`config.mk`:
```
export PLATFORM = sky130hd
export DESIGN_NAME = dma_prio_arbiter
export DESIGN_NICKNAME = d
export VERILOG_FILES = /design/src/rtl/dma_arb_pkg.sv /design/src/rtl/dma_arb_fixed_pick.sv /design/src/rtl/dma_arb_rot_pick.sv /design/src/rtl/dma_arb_chan_track.sv /design/src/rtl/dma_prio_arbiter.sv
export SDC_FILE = /design/constraint.sdc
export NUM_CORES = 1
export LEC_CHECK = 0
export CAP_MARGIN = 20
export CORE_MARGIN = 5
export CORE_UTILIZATION = 59
export CTS_CLUSTER_SIZE = 8
export DETAILED_ROUTE_END_ITERATION = 12
export DONT_BUFFER_PORTS = 1
export GPL_ROUTABILITY_DRIVEN = 1
export PLACE_DENSITY = 0.86
export SYNTH_ARGS = -nofsm -noshare
export SYNTH_HDL_FRONTEND = slang
export SYNTH_HIERARCHICAL = 1
export SYNTH_SLANG_ARGS = --single-unit
```
`constraint.sdc`:
```
create_clock -name clk -period 13 [get_ports clk]
set_input_delay 2.6 -clock clk [delete_from_list [all_inputs] [get_ports clk]]
set_output_delay 2.6 -clock clk [all_outputs]
set_load 0.02 [all_outputs]
```
`src/rtl/dma_arb_pkg.sv`:
```
package dma_arb_pkg;

  typedef enum logic {
    PRIO_FIXED  = 1'b0,
    PRIO_ROTATE = 1'b1
  } prio_mode_e;

endpackage

```
`src/rtl/dma_arb_fixed_pick.sv`:
```
module dma_arb_fixed_pick #(
  parameter int NCH = 4
) (
  input  logic [NCH-1:0] cand,
  output logic [NCH-1:0] pick
);

  // Lowest index wins.
  always_comb begin
    logic found;
    pick  = '0;
    found = 1'b0;
    for (int i = 0; i < NCH; i++) begin
      if (!found && cand[i]) begin
        pick[i] = 1'b1;
        found   = 1'b1;
      end
    end
  end

endmodule

```
`src/rtl/dma_arb_rot_pick.sv`:
```
module dma_arb_rot_pick #(
  parameter int NCH = 4,
  parameter int CW  = 2
) (
  input  logic [NCH-1:0] cand,
  input  logic [CW-1:0]  last,
  output logic [NCH-1:0] pick
);

  // Search starts just after the last channel served; that channel is checked last.
  always_comb begin
    logic found;
    pick  = '0;
    found = 1'b0;
    for (int k = 1; k <= NCH; k++) begin
      if (!found && cand[(int'(last) + k) % NCH]) begin
        pick[(int'(last) + k) % NCH] = 1'b1;
        found = 1'b1;
      end
    end
  end

endmodule

```
`src/rtl/dma_arb_chan_track.sv`:
```
module dma_arb_chan_track (
  input  logic clk,
  input  logic rst,
  input  logic decide,
  input  logic boundary,
  input  logic held,
  input  logic burst,
  input  logic active,
  input  logic win,
  input  logic cnt_done,
  output logic susp,
  output logic res
);

  always_ff @(posedge clk) begin
    if (rst) begin
      susp <= 1'b0;
      res  <= 1'b0;
    end else begin
      res <= decide & win & susp;
      if (decide && win)
        susp <= 1'b0;
      else if (cnt_done)
        susp <= 1'b0;
      else if (boundary && held && burst && active)
        susp <= 1'b1;
    end
  end

endmodule

```
`src/rtl/dma_prio_arbiter.sv`:
```
module dma_prio_arbiter
  import dma_arb_pkg::*;
#(
  parameter int NCH = 4
) (
  input  logic           clk,
  input  logic           rst,
  input  logic           rr_mode,
  input  logic [NCH-1:0] req,
  input  logic [NCH-1:0] burst_mode,
  input  logic [NCH-1:0] cnt_done,
  input  logic           unit_done,
  output logic [NCH-1:0] grant,
  output logic [NCH-1:0] suspended,
  output logic [NCH-1:0] resumed
);

  localparam int CW = (NCH > 1) ? $clog2(NCH) : 1;

  prio_mode_e     mode;
  logic [NCH-1:0] grant_q, grant_nx, susp_q, res_q, active;
  logic [NCH-1:0] pick_fixed, pick_rot;
  logic [CW-1:0]  cur_idx, last_q, last_sel;
  logic           busy, boundary, decide;

  assign mode = rr_mode ? PRIO_ROTATE : PRIO_FIXED;

  always_comb begin
    cur_idx = '0;
    for (int i = 0; i < NCH; i++)
      if (grant_q[i]) cur_idx = CW'(i);
  end

  assign busy     = |grant_q;
  assign boundary = unit_done & busy;
  assign decide   = boundary | ~busy;
  assign active   = (req | susp_q) & ~cnt_done;
  assign last_sel = boundary ? cur_idx : last_q;

  dma_arb_fixed_pick #(.NCH(NCH)) u_fixed (
    .cand (active),
    .pick (pick_fixed)
  );

  dma_arb_rot_pick #(.NCH(NCH), .CW(CW)) u_rot (
    .cand (active),
    .last (last_sel),
    .pick (pick_rot)
  );

  always_comb begin
    if (!decide)                   grant_nx = grant_q;
    else if (mode == PRIO_ROTATE)  grant_nx = pick_rot;
    else                           grant_nx = pick_fixed;
  end

  always_ff @(posedge clk) begin
    if (rst) begin
      grant_q <= '0;
      last_q  <= CW'(NCH - 1);
    end else begin
      grant_q <= grant_nx;
      if (boundary) last_q <= cur_idx;
    end
  end

  for (genvar g = 0; g < NCH; g++) begin : g_chan
    dma_arb_chan_track u_trk (
      .clk      (clk),
      .rst      (rst),
      .decide   (decide),
      .boundary (boundary),
      .held     (grant_q[g]),
      .burst    (burst_mode[g]),
      .active   (active[g]),
      .win      (grant_nx[g]),
      .cnt_done (cnt_done[g]),
      .susp     (susp_q[g]),
      .res      (res_q[g])
    );
  end

  assign grant     = grant_q;
  assign suspended = susp_q;
  assign resumed   = res_q;

endmodule

```
==> results by group <==
Power
  • Total power: ~0.00022 W
  • Worst vdd ir: 148 uV
  • Register share of total power: 0.299
  • Static Leak: between 0.4 and 0.5 nW
  • Sw frac: 0.460
  • Switch Pwr: 0.000102 W
  • Clock power frac: 0.141
  • PwrDens: 194 nW/um^2
  • Combinational share of power: 0.560
  • Pint: 0.000119 W

STA
  • Final setup vio count: 0
  • Max-slew violations: 0
  • Setup TNS: 0 ns
  • Fmax: 187 MHz
  • Tightest Pin Transition: 0.601 ns
  • Clk_skew: between 0.004 and 0.005 ns
  • Slew headroom: 0.598
  • Tcrit/Tclk final: 0.412
  • Minimum clock period: 5.35 ns
  • Hold Vio Cnt, Final: 0
  • RSZ-0062 raised after global routing: no

Setup path
  • Critical Path Source Type: input port
  • CP Cell Sequence: a22oi_1 -> o21ai_0 -> buf_2 -> inv_1 -> ha_1 -> mux4_1 -> nor4b_4 -> nand2_1 -> o211ai_1 -> mux2i_1 -> o21ai_0 -> o31a_2 -> and4b_2
  • Worst path required time: between 10 and 15 ns
  • Worst Path Max Fanout: 16
  • Critical Path End: g_chan[2].u_trk/res$_SDFF_PP0_
  • R2r startpoint: grant[1]$_SDFF_PP0_
  • RR Endpoint: g_chan[2].u_trk/res$_SDFF_PP0_
  • CP most frequent cell: o21ai_0
  • Worst Path Arrival: between 5 and 6 ns
  • Crit-path max cell delay: ~0.62 ns
  • CP max stage cell: mux4_1
  • Setup CP Type: in2reg
  • Worst Setup End Kind: flop
  • FF-to-FF setup slack: ~9.2 ns
  • Cell count of the worst reg-to-reg path: 13
  • Worst Setup SP: unit_done

Detailed routing
  • DRT Pass-1 Iters: 5
  • Final WL: 2270 um
  • Routed WL per cell: ~17 um
  • Via count: 878
  • Post-route ant nets: 0
  • Drc violations: 0
  • DRT iter0 DRCs: 28
  • Vias per std cell: around 6.5

Final layout
  • Layout cells sized above 1: 0.216
  • Fin cells: between 100 and 150
  • Most frequent cells in the layout: 14 x dfxtp_1, 10 x nor2_1, 9 x inv_1
  • Multi-input logic area: around 750 um^2
  • Final #Nets: approximately 140
  • Most common cell after layout, fill and taps aside: dfxtp_1
  • Diode count: 0
  • Fin util: 0.653
  • Design Area, Final: 1140 um^2
  • Area Overhead vs Synth: 4.11%
  • Register area: between 200 and 300 um^2
  • Fillcell total: approximately 140

Logic synthesis
  • Sequential share of the synthesized area: 0.256
  • Netlist Area Pre-Place: about 1100 um^2
  • Yosys warnings: 6
  • Distinct cell type count after synthesis: 31
  • Syn Nets: between 100 and 150
  • Post-synthesis cell count: 110
  • Yosys top cell area share: 0.256
  • Syn_area_per_cell: ~10 um^2
  • Synth top area cells: dfxtp_1 26%, ha_1 9.1%, a2111oi_2 5.5%, mux4_1 4.8%, mux2i_1 4.6%
  • Yosys reg bits: 14
  • Synth area leader: dfxtp_1

CTS
  • CTS tree: built
  • Setup Fix Bufs, Post-CTS: 0
  • Total CTS buffers: 3
  • CTS Root Cell: clkbuf_4
  • Clock sink count: 14
  • Hold_buf cts: 0
  • CTS-repair resized insts: 0
  • Clock tree buffer depth: 2
  • Clk Latency, worst-skew pair: 0.28 ns
  • H-tree lvl count: 1
  • Clock-pin slew on the worst setup and hold paths: 0.09 ns

Hold path
  • Hold Crit Class: reg2reg
  • Worst hold stages: 2

Run
  • MaxCap Viol Count: 0

Status
  • Status: completed

Die
  • Die Span X: 53.1 um
  • Die Footprint: about 2800 um^2
  • Starting Density: 0.627
  • Core box area: 1750 um^2
  • # IOs: 28
  • Die height: between 50 and 60 um
  • Cell Rows: 15

Global route
  • Largest net degree at the start of global routing: 17
  • Grt met1 use: 0.225
  • Grt met2 use: 0.300
  • Vias in the first global route: roughly 880
  • Most used routing layer: met2
  • First-pass GRT wire length: 3910 um
  • Met3 usage: 0.0817
  • Gr ovfl total: 0
  • All-layer global routing usage: 0.189
  • Antenna violations before repair: 0

Place
  • Port-buffer cells: 0
  • Hpwl dp: 1770 um
  • Placed cells: between 100 and 150
  • Gpl congestion: 0.954
  • Placed inst area: about 1100 um^2
stage by stage:
step	hold slack, ns	setup WS (ns)
2_1_floorplan	0.486	7.09
3_3_place_gp	0.512	7.01
3_5_place_dp	0.520	6.88
4_1_cts	0.543	7.17
5_1_grt	0.614	7.33
6_report	0.549	7.65
cells in the mapped netlist:
library cell,n
dfxtp_1,14
nor2_1,10
inv_1,9
ha_1,8
o21ai_0,7
mux2i_1,5
nand2_1,5
nor3b_1,5
o211ai_1,5
a2111oi_2,4
a21oi_1,4
a41oi_1,4
and4b_2,4
nand2b_1,3
a211oi_1,2
mux4_1,2
mux4_2,2
nor3_1,2
o311a_2,2
o31a_2,2
a21bo_2,1
a22oi_1,1
and2b_2,1
buf_2,1
buf_4,1
buf_6,1
clkbuf_1,1
nor2b_1,1
nor4_4,1
nor4b_2,1
nor4b_4,1
worst min-delay path by stage:
stage | startpoint | to
4_1_cts | last_q[0]$_SDFF_PP1_ | last_q[0]$_SDFF_PP1_
2_1_floorplan | last_q[0]$_SDFF_PP1_ | last_q[0]$_SDFF_PP1_
6_report | last_q[0]$_SDFF_PP1_ | last_q[0]$_SDFF_PP1_
5_1_grt | last_q[0]$_SDFF_PP1_ | last_q[0]$_SDFF_PP1_
3_5_place_dp | last_q[0]$_SDFF_PP1_ | last_q[0]$_SDFF_PP1_
3_3_place_gp | last_q[0]$_SDFF_PP1_ | last_q[0]$_SDFF_PP1_
state kept, by name, indices dropped and copies added (netlist names):
| signal | flops |
|---|---|
| grant | 4 |
| g_chan.u_trk/res | 4 |
| g_chan.u_trk/susp | 4 |
| last_q | 2 |
cell families after synthesis:
group / count (synthesis) / synth area share
compound gates: 32 / 0.240
fa+ha+maj: 8 / 0.0914
buf+inv: 13 / 0.0560
flops: 14 / 0.256
mux: 9 / 0.135
simple gates: 34 / 0.222
worst max-delay path: cells and delay by family:
family	cells	cell delay [ns]
adders and majority gates	1	0.33
muxes	2	0.71
AOI/OAI and AO/OA	5	0.95
and+or+nand+nor	3	0.61
buffers and inverters	2	0.38
power groups by stage:
stage / clock, W / combinational, W / sequential, W
after floorplan: 0 / 0.000105 / 0.0000635
after global placement: 0 / 0.000117 / 0.0000665
after detailed placement: 0 / 0.000121 / 0.0000667
after CTS: 0.0000317 / 0.000121 / 0.0000656
after global routing: 0.0000340 / 0.000139 / 0.0000671
final: 0.0000311 / 0.000124 / 0.0000660
final cells by class:
cell class | instances | share of cell area
timing repair buffer | 1 | 0.00439
inverter | 9 | 0.0296
clock buffer | 4 | 0.0318
tap | 25 | 0.0274
sequential | 14 | 0.246
multi-input combinational | 83 | 0.661
routing by layer:
metal / vias to the layer above / share of wire
li1: 428 / -
met1: 420 / 0.42
met2: 28 / 0.50
met3: 2 / 0.073
met4: 0 / 0.0035
met5: - / 0
(Power assumes the default switching activity.)
